==> config.mk <==
export PLATFORM = sky130hd
export DESIGN_NAME = i2cm_stat_irq
export DESIGN_NICKNAME = d
export VERILOG_FILES = /design/src/rtl/sir_pkg.sv /design/src/rtl/sir_decode.sv /design/src/rtl/sir_irq.sv /design/src/rtl/i2cm_stat_irq.sv
export SDC_FILE = /design/constraint.sdc
export NUM_CORES = 1
export LEC_CHECK = 0
export ABC_CLOCK_PERIOD_IN_PS = 3100
export BUFFER_PORTS_ARGS = -buffer_cell sky130_fd_sc_hd__buf_2
export CAP_MARGIN = 20
export CORE_MARGIN = 2
export CORE_UTILIZATION = 63
export CTS_CLUSTER_SIZE = 16
export DETAILED_ROUTE_END_ITERATION = 7
export PLACE_DENSITY_LB_ADDON = 0.12
export SYNTH_ARGS = -nofsm -noshare
export SYNTH_HDL_FRONTEND = slang
export SYNTH_SLANG_ARGS = --single-unit
export TNS_END_PERCENT = 30
==> constraint.sdc <==
create_clock -name clk -period 3.1 [get_ports clk]
set_clock_uncertainty 0.1 [all_clocks]
set_input_delay 0.465 -clock clk [delete_from_list [all_inputs] [get_ports clk]]
set_output_delay 0.465 -clock clk [all_outputs]
set_load 0.02 [all_outputs]
==> src/rtl/sir_pkg.sv <==
package sir_pkg;
    localparam int unsigned REG_W = 8;

    localparam int unsigned OFF_MADR_LO = 4;
    localparam int unsigned OFF_MADR_HI = 5;
    localparam int unsigned OFF_CTRL    = 6;
    localparam int unsigned OFF_MODE    = 7;
    localparam int unsigned OFF_STAT    = 8;
    localparam int unsigned OFF_XSTAT   = 9;
    localparam int unsigned OFF_SADR_LO = 10;
    localparam int unsigned OFF_SADR_HI = 11;
    localparam int unsigned OFF_CLKDIV  = 12;
    localparam int unsigned OFF_IMASK   = 13;
    localparam int unsigned OFF_COUNT   = 14;
    localparam int unsigned OFF_XCTRL   = 15;
    localparam int unsigned OFF_DCTRL   = 16;

    localparam logic [REG_W-1:0] STAT_W1C   = 8'h0A;
    localparam logic [REG_W-1:0] MODE_KEEP  = 8'h3D;
    localparam logic [REG_W-1:0] COUNT_KEEP = 8'h77;
    localparam logic [REG_W-1:0] XCTRL_W1C  = 8'hF0;
    localparam logic [REG_W-1:0] XSTAT_FREE = 8'h40;
    localparam logic [REG_W-1:0] XSTAT_BUSY = 8'h50;
    localparam logic [REG_W-1:0] DCTRL_INIT = 8'h0F;

    localparam int unsigned MODE_GEN_BIT   = 2;
    localparam int unsigned MODE_FLUSH_BIT = 6;
    localparam int unsigned MASK_DONE_BIT  = 0;
    localparam int unsigned MASK_HALT_BIT  = 3;

    typedef struct packed {
        logic [1:0] zero_hi;
        logic       buf_start;
        logic       buf_full;
        logic       rsv3;
        logic       err;
        logic       irqa;
        logic       rsv0;
    } stat_t;

    function automatic logic [REG_W-1:0] xstat_value(input logic busy);
        return busy ? XSTAT_BUSY : XSTAT_FREE;
    endfunction
endpackage

==> src/rtl/sir_decode.sv <==
module sir_decode #(
    parameter int unsigned ADDR_W    = 5,
    parameter int unsigned WIN_BYTES = 18
) (
    input  logic [ADDR_W-1:0]    host_addr,
    output logic [WIN_BYTES-1:0] sel
);
    for (genvar i = 0; i < WIN_BYTES; i++) begin : g_sel
        assign sel[i] = (host_addr == ADDR_W'(i));
    end

    always_comb begin
        assert ($countones(sel) <= 1)
            else $error("decode selects more than one byte");
    end
endmodule

==> src/rtl/sir_irq.sv <==
module sir_irq (
    input  logic       clk,
    input  logic       rst,
    input  logic       soft_rst,
    input  logic       gen_en,
    input  logic       mask_done,
    input  logic       mask_halt,
    input  logic       done_nz,
    input  logic       halt,
    input  logic       clr_req,
    output logic       irqa_set,
    output logic       irq
);
    logic irq_q;

    assign irqa_set = gen_en && ((done_nz && mask_done) || (halt && mask_halt));

    always_ff @(posedge clk) begin
        if (rst || soft_rst)         irq_q <= 1'b0;
        else if (irqa_set)           irq_q <= 1'b1;
        else if (clr_req && gen_en)  irq_q <= 1'b0;
    end

    assign irq = irq_q;


    irq_raise_chk: assert property (@(posedge clk) disable iff (rst)
        (!soft_rst && gen_en && done_nz && mask_done) |=> irq_q);


    irq_clear_chk: assert property (@(posedge clk) disable iff (rst)
        (clr_req && gen_en && !done_nz && !halt) |=> !irq_q);


    irq_hold_chk: assert property (@(posedge clk) disable iff (rst)
        (irq_q && !soft_rst && !clr_req) |=> irq_q);
endmodule

==> src/rtl/i2cm_stat_irq.sv <==
module i2cm_stat_irq
    import sir_pkg::*;
#(
    parameter int unsigned ADDR_W    = 5,
    parameter int unsigned WIN_BYTES = 18,
    parameter int unsigned CNT_W     = 3
) (
    input  logic                 clk,
    input  logic                 rst,
    input  logic                 host_wr,
    input  logic [ADDR_W-1:0]    host_addr,
    input  logic [REG_W-1:0]     host_wdata,
    output logic [REG_W-1:0]     host_rdata,
    input  logic                 bus_busy,
    input  logic                 ev_done,
    input  logic [CNT_W-1:0]     ev_count,
    input  logic                 ev_halt,
    input  logic                 ev_err,
    input  logic                 ev_start_ok,
    input  logic                 ev_buf_start,
    input  logic                 ev_buf_full,
    output logic                 irq,
    output logic                 flush_pulse,
    output logic                 soft_rst_pulse
);
    localparam int unsigned PAD_W = REG_W - CNT_W;

    logic [WIN_BYTES-1:0] sel;
    logic [REG_W-1:0] madr_lo_q, madr_hi_q, sadr_lo_q, sadr_hi_q;
    logic [REG_W-1:0] ctrl_q, mode_q, clkdiv_q, imask_q, count_q, xctrl_q, dctrl_q;
    stat_t            stat_q, stat_n;
    logic             flush_q, srst_q;
    logic             wr_stat, wr_mode, flush_req, srst_req, irqa_set, done_nz;

    sir_decode #(.ADDR_W(ADDR_W), .WIN_BYTES(WIN_BYTES)) u_dec (
        .host_addr (host_addr),
        .sel       (sel)
    );

    assign wr_stat   = host_wr && sel[OFF_STAT];
    assign wr_mode   = host_wr && sel[OFF_MODE];
    assign flush_req = wr_mode && host_wdata[MODE_FLUSH_BIT];
    assign srst_req  = host_wr && sel[OFF_XCTRL] && host_wdata[0];
    assign done_nz   = ev_done && (ev_count != '0);

    sir_irq u_irq (
        .clk       (clk),
        .rst       (rst),
        .soft_rst  (srst_req),
        .gen_en    (mode_q[MODE_GEN_BIT]),
        .mask_done (imask_q[MASK_DONE_BIT]),
        .mask_halt (imask_q[MASK_HALT_BIT]),
        .done_nz   (done_nz),
        .halt      (ev_halt),
        .clr_req   (wr_stat && host_wdata[1]),
        .irqa_set  (irqa_set),
        .irq       (irq)
    );

    always_comb begin
        stat_n = stat_q;
        if (wr_stat)       stat_n = stat_n & ~stat_t'(host_wdata & STAT_W1C);
        if (flush_req) begin
            stat_n.buf_start = 1'b0;
            stat_n.buf_full  = 1'b0;
        end
        if (ev_start_ok)   stat_n.err       = 1'b0;
        if (ev_err)        stat_n.err       = 1'b1;
        if (ev_buf_full)   stat_n.buf_full  = 1'b1;
        if (ev_buf_start)  stat_n.buf_start = 1'b1;
        if (irqa_set)      stat_n.irqa      = 1'b1;
    end

    // Address bytes survive both reset kinds.
    always_ff @(posedge clk) begin
        if (host_wr && sel[OFF_MADR_LO]) madr_lo_q <= host_wdata;
        if (host_wr && sel[OFF_MADR_HI]) madr_hi_q <= host_wdata;
        if (host_wr && sel[OFF_SADR_LO]) sadr_lo_q <= host_wdata;
        if (host_wr && sel[OFF_SADR_HI]) sadr_hi_q <= host_wdata;
    end

    always_ff @(posedge clk) begin
        if (rst || srst_req) begin
            ctrl_q   <= '0;
            mode_q   <= '0;
            stat_q   <= '0;
            clkdiv_q <= '0;
            imask_q  <= '0;
            count_q  <= '0;
            xctrl_q  <= '0;
            dctrl_q  <= DCTRL_INIT;
        end else begin
            stat_q <= stat_n;
            if (host_wr && sel[OFF_CTRL])   ctrl_q   <= host_wdata & 8'hFE;
            if (wr_mode)                    mode_q   <= host_wdata & MODE_KEEP;
            if (host_wr && sel[OFF_CLKDIV]) clkdiv_q <= host_wdata;
            if (host_wr && sel[OFF_IMASK])  imask_q  <= host_wdata;
            if (host_wr && sel[OFF_XCTRL])  xctrl_q  <= xctrl_q & ~(host_wdata & XCTRL_W1C);
            if (host_wr && sel[OFF_DCTRL])  dctrl_q  <= {4'h0, host_wdata[3:0]};
            if (ev_done)                    count_q  <= {{PAD_W{1'b0}}, ev_count};
            else if (host_wr && sel[OFF_COUNT]) count_q <= host_wdata & COUNT_KEEP;
        end
    end

    always_ff @(posedge clk) begin
        if (rst) begin
            flush_q <= 1'b0;
            srst_q  <= 1'b0;
        end else begin
            flush_q <= flush_req;
            srst_q  <= srst_req;
        end
    end

    assign flush_pulse    = flush_q;
    assign soft_rst_pulse = srst_q;

    always_comb begin
        host_rdata = '0;
        if (sel[OFF_MADR_LO]) host_rdata = madr_lo_q;
        if (sel[OFF_MADR_HI]) host_rdata = madr_hi_q;
        if (sel[OFF_CTRL])    host_rdata = ctrl_q;
        if (sel[OFF_MODE])    host_rdata = mode_q;
        if (sel[OFF_STAT])    host_rdata = stat_q;
        if (sel[OFF_XSTAT])   host_rdata = xstat_value(bus_busy);
        if (sel[OFF_SADR_LO]) host_rdata = sadr_lo_q;
        if (sel[OFF_SADR_HI]) host_rdata = sadr_hi_q;
        if (sel[OFF_CLKDIV])  host_rdata = clkdiv_q;
        if (sel[OFF_IMASK])   host_rdata = imask_q;
        if (sel[OFF_COUNT])   host_rdata = count_q;
        if (sel[OFF_XCTRL])   host_rdata = xctrl_q;
        if (sel[OFF_DCTRL])   host_rdata = dctrl_q;
    end


    count_wr_chk: assert property (@(posedge clk) disable iff (rst)
        (host_wr && sel[OFF_COUNT] && !ev_done && !srst_req) |=>
        (count_q == ($past(host_wdata) & COUNT_KEEP)));


    soft_rst_chk: assert property (@(posedge clk) disable iff (rst)
        soft_rst_pulse |-> (mode_q == '0 && imask_q == '0 && count_q == '0 && !irq));


    flush_chk: assert property (@(posedge clk) disable iff (rst)
        (flush_pulse && !$past(ev_buf_full) && !$past(ev_buf_start)) |->
        (!stat_q.buf_full && !stat_q.buf_start));


    flush_once_chk: assert property (@(posedge clk) disable iff (rst)
        (flush_pulse && !$past(flush_req, 2)) |=> !flush_pulse || $past(flush_req));
endmodule

==> results of run 1 <==
per-layer routing:
metal  vias up  part of all wire [%]  track usage (%)
li1       1466                     -                -
met3        34                   8.8            4.672
met4         0                   3.4            12.97
met5         -                     0                0
met1      1470                    43            42.25
met2       184                    45            43.62
worst max-delay path: cells and delay by family:
family,cells,cell delay (ns)
compound gates,3,1.01
buf+inv,3,0.73
cell type report:
type	count	area [µm²]
Sequential cell	82	1962
Tap cell	75	93.84
Clock inverter	3	65.06
Clock buffer	12	135.1
Inverter	8	30.03
Fill cell	454	1633
Timing Repair Buffer	50	297.8
Multi-Input combinational cell	268	1739
kinds of logic after synthesis:
| kind of cell | Yosys count | synth area share (%) |
|---|---|---|
| multiplexers | 42 | 11.81 |
| AO/OA/AOI/OAI | 91 | 15.10 |
| buffers and inverters | 37 | 5.556 |
| AND/OR/NAND/NOR | 135 | 17.46 |
| flip-flops | 82 | 50.06 |
final timing paths:
path	slack, ns	to
min reg2reg	0.38	stat_q[1]$_SDFFE_PP0P_
min	0.22	soft_rst_pulse$_SDFF_PP0_
max	0.33	host_rdata[4]
max reg2reg	2.08	count_q[0]$_SDFFE_PP0P_
per-stage QoR:
| step | hold WS [ns] | setup slack [ns] | std cells | util [%] | instance area, µm² |
|---|---|---|---|---|---|
| final | 0.2166 | 0.3255 | 498 | 72.58 | 4323 |
| after global routing | 0.2231 | 0.2154 | 498 | 72.58 | 4323 |
| after floorplan | 0.3341 | 0.6331 | 387 | - | 3919 |
| after CTS | 0.2116 | 0.4357 | 498 | 72.58 | 4323 |
| after global placement | 0.3541 | 0.4372 | 483 | 69.22 | 4123 |
| after detailed placement | 0.3679 | 0.4411 | 483 | 69.22 | 4123 |
registers in the layout, indices dropped and copies added, names as in the netlist, 4 cells and up:
signal	count
madr_lo_q	8
mode_q	5
dctrl_q	4
count_q	6
sadr_hi_q	8
madr_hi_q	8
stat_q	5
xctrl_q	4
sadr_lo_q	8
imask_q	8
ctrl_q	7
clkdiv_q	8
report_power, final:
group | leakage [nW] | switching (mW) | total, mW | internal (mW)
combinational | 0.887 | 0.137 | 0.209 | 0.0719
clock | 0.100 | 0.362 | 0.812 | 0.450
sequential | 0.693 | 0.00764 | 1.14 | 1.13
cells in the mapped netlist (3+ instances only):
library cell	instances
nand2_1	36
mux2_2	4
a21oi_1	24
nor2_1	42
buf_6	6
a31oi_1	7
a21boi_0	3
nor2b_1	7
o311ai_0	4
o211ai_1	3
edfxtp_1	32
o22ai_1	4
mux2i_1	35
a22oi_1	3
o21a_1	4
nand2b_1	7
buf_2	12
clkbuf_1	6
mux4_2	3
inv_1	8
a22o_1	3
dfxtp_1	50
nand3_1	12
and3_1	6
a211oi_1	7
nor3_1	4
o21ai_0	16
buf_4	5
==> run metrics, run 1 <==
Nets about 450; vias in the first global route 3000; Crit Path Max Fanout 24; # resized after CTS 0; Yosys cell types 54; yosys warns 0; drt first pass iters 5; Mapped Cells roughly 390; number of synthesized flops with an enable pin 32; placed wire-length estimate a little under 7000 µm; global route total overflow 0; Setup crit start host_addr[0]; Root Driver clkbuf_8; pin count of the biggest net entering global routing 38; Synth Cell Area approximately 0.0039 mm²; Total Power approximately 2.2 mW; Avg Inst Size Synth 10.13 µm²; origin of the critical flop-to-flop path count_q[0]$_SDFFE_PP0P_; max_slew headroom about 45%; Starting Density between 60 and 70%; Setup Buffers After CTS 0; worst path arrival time roughly 2.2 ns; most used cell, CP buf_2; Critical Path Max Stage Delay 0.46 ns; clk slew on worst S/H paths about 0.080 ns; Register-to-Register Path Depth 3; routability cong. about 1; final antenna-violating net count 0; Synth Flop Type dfxtp_1; Slew @ Worst Pin a little over 0.8 ns; Vias 3154; layout cells sized above 1 a little under a fifth; initial antenna violation count 0; CP cell instances buf_2, buf_4, o311ai_0, o21ai_0, a211oi_1, buf_2; Max-Cap Viols 0; area growth from synthesis to layout 10.31%; Slew Limit Fails 0; RSZ-0062 raised after global routing false; hold path startpoint rst; H-tree depth 3; Synth area leaders dfxtp_1, edfxtp_1, mux2i_1; hold-fix buffers at CTS 0; num ports 37; vias per inst about 6.3; critical path class input port to output pin; share of the synthesized area in the top cell type about a quarter; Synth async-reset ratio 0%; status complete, no violations; CTS Buffer Depth 2; Post-Route WL ~10000 µm; die width between 80 and 90 µm; gr usage total between 20% and 30%; fraction of the cycle the final worst path needs roughly nine tenths; wire per inst between 15 and 20 µm; CP max stage cell o311ai_0; Yosys reg bits around 80; DIE AREA just under 0.007 mm²; Port Buffers 36; endpoints failing setup 0; Synth area leader dfxtp_1; Critical Path Sink Type output pin; Final Hold Vio Count 0; worst hold path stage count 2; Critical Path Source Type input port; number of remaining DRC errors 0; Peak VDD IR approximately 370 µV; worst endpoint required time ~2.5 ns; post-synthesis sequential area ratio 50.06%; FP Rows 28; Fmax around 360 MHz; leakage power figure around 1.7 nW; CTS Buf Count 9; Die Y roughly 83 µm; ANT cells 0; commonest cells after routing, fill and taps aside dfxtp_1, nor2_1, nand2_1, buf_2, mux2i_1; Setup Total Neg Slack 0 ns; first-pass GRT wire length about 16000 µm; clk_lat worst skew about 0.34 ns; Power Density 499.4 mW/mm²; Net Count, Synth between 400 and 500; most common cell after layout, fill and taps aside dfxtp_1; Hold Crit Class input port to flop; Tmin final between 2 and 3 ns; Core ar. around 0.0060 mm²; First DRT Iteration DRCs between 400 and 500; CTS tree done; clock sink count approximately 80
Power figures use the tool's default switching activity.
==> run 2: changes to the inputs <==
- CORE_MARGIN: 2 -> 3
- SETUP_SLACK_MARGIN: not set -> 0.5
==> run 2 against run 1 <==
Net effect:
- global-route usage increased by 0.64 points
- combinational power increased by 2%
- setup slack improved by 0.16 ns
- register-to-register slack about the same
- hold slack got worse by 0.012 ns
- count of clock-buffer cells in the layout decreased by 2
- final cell count increased by 0.20%
- total power increased by 0.95%
- die area increased by 4.9%
- flip-flop and latch count unchanged
- critical endpoint is now host_rdata[1]
- largest cell class unchanged
- highest routed layer unchanged
==> run metrics, run 2 (same netlist as run 1, synthesis figures left out) <==
most used cell, CP buf_4 (was buf_2); critical path class input port to output pin (unchanged); # resized after CTS 3 (was 0); Tmin final 2.611 ns (was 2.774 ns); Hold WS 0.2046 ns (was 0.2166 ns); clock sink count 82 (unchanged); Post-Route WL 10100 µm (was 9849 µm); Root Driver clkbuf_8 (unchanged); status complete, no violations (unchanged); max_slew headroom 39.87% (was 44.57%); layout cells sized above 1 21.23% (was 19.15%); Starting Density 65.80% (unchanged); hold-fix buffers at CTS 0 (unchanged); DIE AREA 0.007203 mm² (was 0.006867 mm²); Fmax 383.0 MHz (was 360.4 MHz); CP cell instances buf_4, buf_4, a21boi_0, a2111oi_0, nand2_1, o221ai_1, a22o_1, buf_2 (was buf_2, buf_4, o311ai_0, o21ai_0, a211oi_1, buf_2); First DRT Iteration DRCs 382 (was 464); Hold Crit Class input port to flop (unchanged); area growth from synthesis to layout 11.21% (was 10.31%); CP max stage cell a21boi_0 (was o311ai_0); routability cong. 1.013 (was 0.9970); Reg area 0.001962 mm² (unchanged); Nets 445 (unchanged); wire per inst 20.25 µm (was 19.78 µm); Die Y 84.87 µm (was 82.87 µm); CTS Buffer Depth 2 (unchanged); initial antenna violation count 0 (unchanged); CTS Buf Count 9 (unchanged); first-pass GRT wire length 16520 µm (was 15810 µm); H-tree depth 3 (unchanged); Crit Path Max Fanout 27 (was 24); fraction of the cycle the final worst path needs 84.22% (was 89.50%); FP Rows 28 (unchanged); vias per inst 6.463 (was 6.333); Core ar. 0.005956 mm² (unchanged); worst endpoint required time 2.53 ns (about the same); vias in the first global route 3197 (was 3000); clk slew on worst S/H paths 0.08 ns (about the same); FILL cells 464 (was 454); drt first pass iters 7 (was 5); most common cell after layout, fill and taps aside dfxtp_1 (unchanged); DP Area 0.004123 mm² (unchanged); Slew Limit Fails 0 (unchanged); global route total overflow 0 (unchanged); Setup Total Neg Slack 0 ns (unchanged); Port Buffers 36 (unchanged); placed wire-length estimate 6908 µm (was 6786 µm); number of remaining DRC errors 0 (unchanged); endpoints failing setup 0 (unchanged); pin count of the biggest net entering global routing 32 (was 38); Setup Buffers After CTS 0 (unchanged); die width 84.87 µm (was 82.87 µm); Critical Path Source Type input port (unchanged); post-layout instance area 0.004358 mm² (was 0.004323 mm²); ANT cells 0 (unchanged); leakage power figure 1.695 nW (was 1.680 nW); Critical Path Sink Type output pin (unchanged); RSZ-0062 raised after global routing true (was false); Slew @ Worst Pin 0.9020 ns (was 0.8314 ns); gr usage total 29.91% (was 29.26%); clk_lat worst skew 0.36 ns (was 0.34 ns); Vias 3225 (was 3154); Critical Path Max Stage Delay 0.30 ns (was 0.46 ns); Power Density 500.1 mW/mm² (was 499.4 mW/mm²); area used by multi-input combinational logic 0.001755 mm² (was 0.001739 mm²); final antenna-violating net count 0 (unchanged); CTS tree done (unchanged); Final Hold Vio Count 0 (unchanged); commonest cells after routing, fill and taps aside dfxtp_1, nor2_1, nand2_1 (was dfxtp_1, nor2_1, nand2_1, buf_2, mux2i_1); Peak VDD IR 330.7 µV (was 368.0 µV); worst path arrival time 2.05 ns (was 2.21 ns); num ports 37 (unchanged); Max-Cap Viols 0 (unchanged)
-- run 2: worst paths after layout --
kind | start | to | slack (ns) | cells past startpoint
max reg2reg | count_q[0]$_SDFFE_PP0P_ | count_q[0]$_SDFFE_PP0P_ | 2.07 | 3
min | rst | flush_pulse$_SDFF_PP0_ | 0.20 | 2
min reg2reg | dctrl_q[0]$_SDFFE_PP1P_ | dctrl_q[0]$_SDFFE_PP1P_ | 0.38 | 2
max | host_addr[0] | host_rdata[1] | 0.49 | 8
-- run 2: layout make-up --
class,instances,share of cell area [%]
clock buffers,10,3.417
clock inverters,6,1.436
inverters,8,0.6891
multi-input cells,268,40.28
flip-flops and latches,82,45.02
well taps,75,2.153
repair buffers,50,7.005
-- run 2: per-stage QoR --
step                util [%]  cells  total power [mW]  setup slack, ns
finish                 73.17    499             2.179           0.4892
global route           73.17    499             2.243           0.4132
CTS                    72.90    499             2.172           0.4319
detailed placement     69.22    483             1.368           0.3649
global placement       69.22    483             1.365           0.3569
floorplan                  -    387             1.300           0.6331
-- run 2: report_power, final --
part	leakage, nW	internal (mW)	switching (mW)	total, mW
Sequential	0.693	1.13	0.00743	1.14
Combinational	0.894	0.0751	0.139	0.214
Clock	0.108	0.420	0.407	0.827
-- run 2: worst max-delay path, delay by kind of cell --
kind / cells / cell delay [ns]
compound gates: 4 / 0.81
buf+inv: 3 / 0.68
simple gates: 1 / 0.09
-- run 2: layer usage --
layer	share of wire, %	global-route usage, %
met3	9.8	6.311
met2	44	44.91
met4	3.8	13.67
met5	0	0
met1	43	41.86
==> run 3: changes to the inputs <==
- ABC_CLOCK_PERIOD_IN_PS: 3100 -> 2600
- CORE_UTILIZATION: 63 -> 59
- clock period: 3.1 -> 2.6 ns (I/O delays scaled with it)
==> run 3 against run 2 <==
Net effect:
- largest power group unchanged
- setup slack worse by 0.12 ns
- utilization decreased by 1.2 points
- flip-flop and latch count is the same
==> run metrics, run 3 (same netlist as run 1, synthesis figures left out) <==
status complete, no violations (unchanged); Critical Path Max Stage Delay 0.42 ns (was 0.30 ns); Final Hold Vio Count 0 (unchanged); gr usage total 29.34% (was 29.91%); global route total overflow 0 (unchanged); Root Driver clkbuf_8 (unchanged); CP max stage cell or3b_4 (was a21boi_0); Vias 3225 (unchanged); Nets 466 (was 445); clk_lat worst skew 0.35 ns (was 0.36 ns); routability cong. 0.9969 (was 1.013); worst hold path stage count 2 (unchanged); Hold WS 0.1438 ns (was 0.2046 ns); Peak VDD IR 406.5 µV (was 330.7 µV); Setup Total Neg Slack 0 ns (unchanged); CP cell instances buf_6, or3b_4, buf_6, o22ai_1, a31oi_1, a211oi_2, buf_4 (was buf_4, buf_4, a21boi_0, a2111oi_0, nand2_1, o221ai_1, a22o_1, buf_2); FP Rows 29 (was 28); Critical Path Source Type input port (unchanged); Worst R2R End count_q[0]$_SDFFE_PP0P_ (unchanged); layout cells sized above 1 26.52% (was 21.23%); vias per inst 6.178 (was 6.463); num ports 37 (unchanged); Post-Route WL 10560 µm (was 10100 µm); Crit Path Max Fanout 13 (was 27); Slew @ Worst Pin 0.4498 ns (was 0.9020 ns); most used cell, CP buf_6 (was buf_4); Core ar. 0.006386 mm² (was 0.005956 mm²); worst endpoint required time 2.11 ns (was 2.53 ns); placed wire-length estimate 7445 µm (was 6908 µm); origin of the critical flop-to-flop path count_q[0]$_SDFFE_PP0P_ (unchanged); clk slew on worst S/H paths 0.08 ns (about the same); Hold Crit Class input port to flop (unchanged); number of remaining DRC errors 0 (unchanged); Starting Density 61.36% (was 65.80%); Power Density 548.7 mW/mm² (was 500.1 mW/mm²); Fmax 447.7 MHz; CTS tree done (unchanged); R2R Setup Slk 1.58 ns (was 2.07 ns); max_slew headroom 69.94% (was 39.87%); H-tree depth 3 (unchanged); CTS Buf Count 9 (unchanged); Tmin final 2.233 ns; drt first pass iters 4 (was 7); most common cell after layout, fill and taps aside dfxtp_1 (unchanged); hold path startpoint rst (unchanged); hold-fix buffers at CTS 0 (unchanged); die width 87.50 µm (was 84.87 µm); CTS Buffer Depth 2 (unchanged); critical path class input port to output pin (unchanged); First DRT Iteration DRCs 339 (was 382); pin count of the biggest net entering global routing 26 (was 32); worst path arrival time 1.74 ns (was 2.05 ns); RSZ-0062 raised after global routing true (unchanged); Port Buffers 36 (unchanged); DIE AREA 0.007656 mm² (was 0.007203 mm²); clock sink count 82 (unchanged); initial antenna violation count 0 (unchanged); area growth from synthesis to layout 17.31% (was 11.21%); end of the worst hold path soft_rst_pulse$_SDFF_PP0_ (was flush_pulse$_SDFF_PP0_); fraction of the cycle the final worst path needs roughly 86%; leakage power figure 1.810 nW (was 1.695 nW); final antenna-violating net count 0 (unchanged); ANT cells 0 (unchanged); Max-Cap Viols 0 (unchanged); wire per inst 20.23 µm (was 20.25 µm); endpoints failing setup 0 (unchanged); commonest cells after routing, fill and taps aside dfxtp_1, nor2_1, mux2i_1 (was dfxtp_1, nor2_1, nand2_1); Critical Path Sink Type output pin (unchanged); Die Y 87.50 µm (was 84.87 µm); vias in the first global route 3206 (was 3197); first-pass GRT wire length 16700 µm (was 16520 µm); Slew Limit Fails 0 (unchanged); Register-to-Register Path Depth 3 (unchanged)
[run 3: worst max path at each step]
| stage | from | endpoint | slack (ns) |
|---|---|---|---|
| finish | host_addr[4] | host_rdata[4] | 0.37 |
| global route | host_addr[4] | host_rdata[4] | 0.35 |
| CTS | madr_lo_q[2]$_DFFE_PP_ | host_rdata[2] | 0.40 |
| detailed placement | host_addr[1] | host_rdata[4] | 0.11 |
| global placement | host_addr[2] | host_rdata[3] | 0.1 |
| floorplan | host_addr[2] | host_rdata[2] | 0.43 |
[run 3: report_power, final]
part	internal, mW	leakage (nW)	switching, mW
Sequential	1.35	0.694	0.00915
Clock	0.438	0.0894	0.435
Combinational	0.118	1.03	0.175
Total	1.90	1.81	0.619
[run 3: final cells by class]
type,instances,area (µm²)
sequential,82,1964
fill,472,1789
clock buffer,12,135.1
clock inverter,4,42.54
timing repair buffer,71,523.0
inverter,8,30.03
multi-input combinational,268,1805
tap,77,96.34
[run 3: repair_timing]
| action | CTS | global route |
|---|---|---|
| setup buffers | 5 | 1 |
| resized for setup | 31 | 16 |
| setup endpoints to repair | 8 | 8 |
| pin swaps | 9 | 9 |
[run 3: stage by stage]
stage / cell area (µm²) / instances / power [mW] / worst slack [ns] / utilization (%)
2_1_floorplan: 3924 / 387 / 1.552 / 0.4283 / -
4_1_cts: 4536 / 521 / 2.513 / 0.3978 / 71.02
3_5_place_dp: 4230 / 500 / 1.643 / 0.1112 / 66.24
6_report: 4597 / 522 / 2.522 / 0.3665 / 71.98
3_3_place_gp: 4230 / 500 / 1.639 / 0.09960 / 66.24
5_1_grt: 4597 / 522 / 2.604 / 0.3547 / 71.98
[run 3: worst max-delay path: cells and delay by family]
family                 cells  cell delay, ns
buffers and inverters      3            0.47
AOI/OAI and AO/OA          3            0.47
and+or+nand+nor            1            0.42
[run 3: metal layers]
| metal | global-route usage, % | vias up | wire [µm] |
|---|---|---|---|
| met5 | 0 | - | 0 |
| met2 | 47.47 | 136 | 5006 |
| met4 | 10.32 | 0 | 242 |
| met1 | 38.81 | 1555 | 4439 |
| met3 | 6.623 | 24 | 872 |
| li1 | - | 1510 | - |
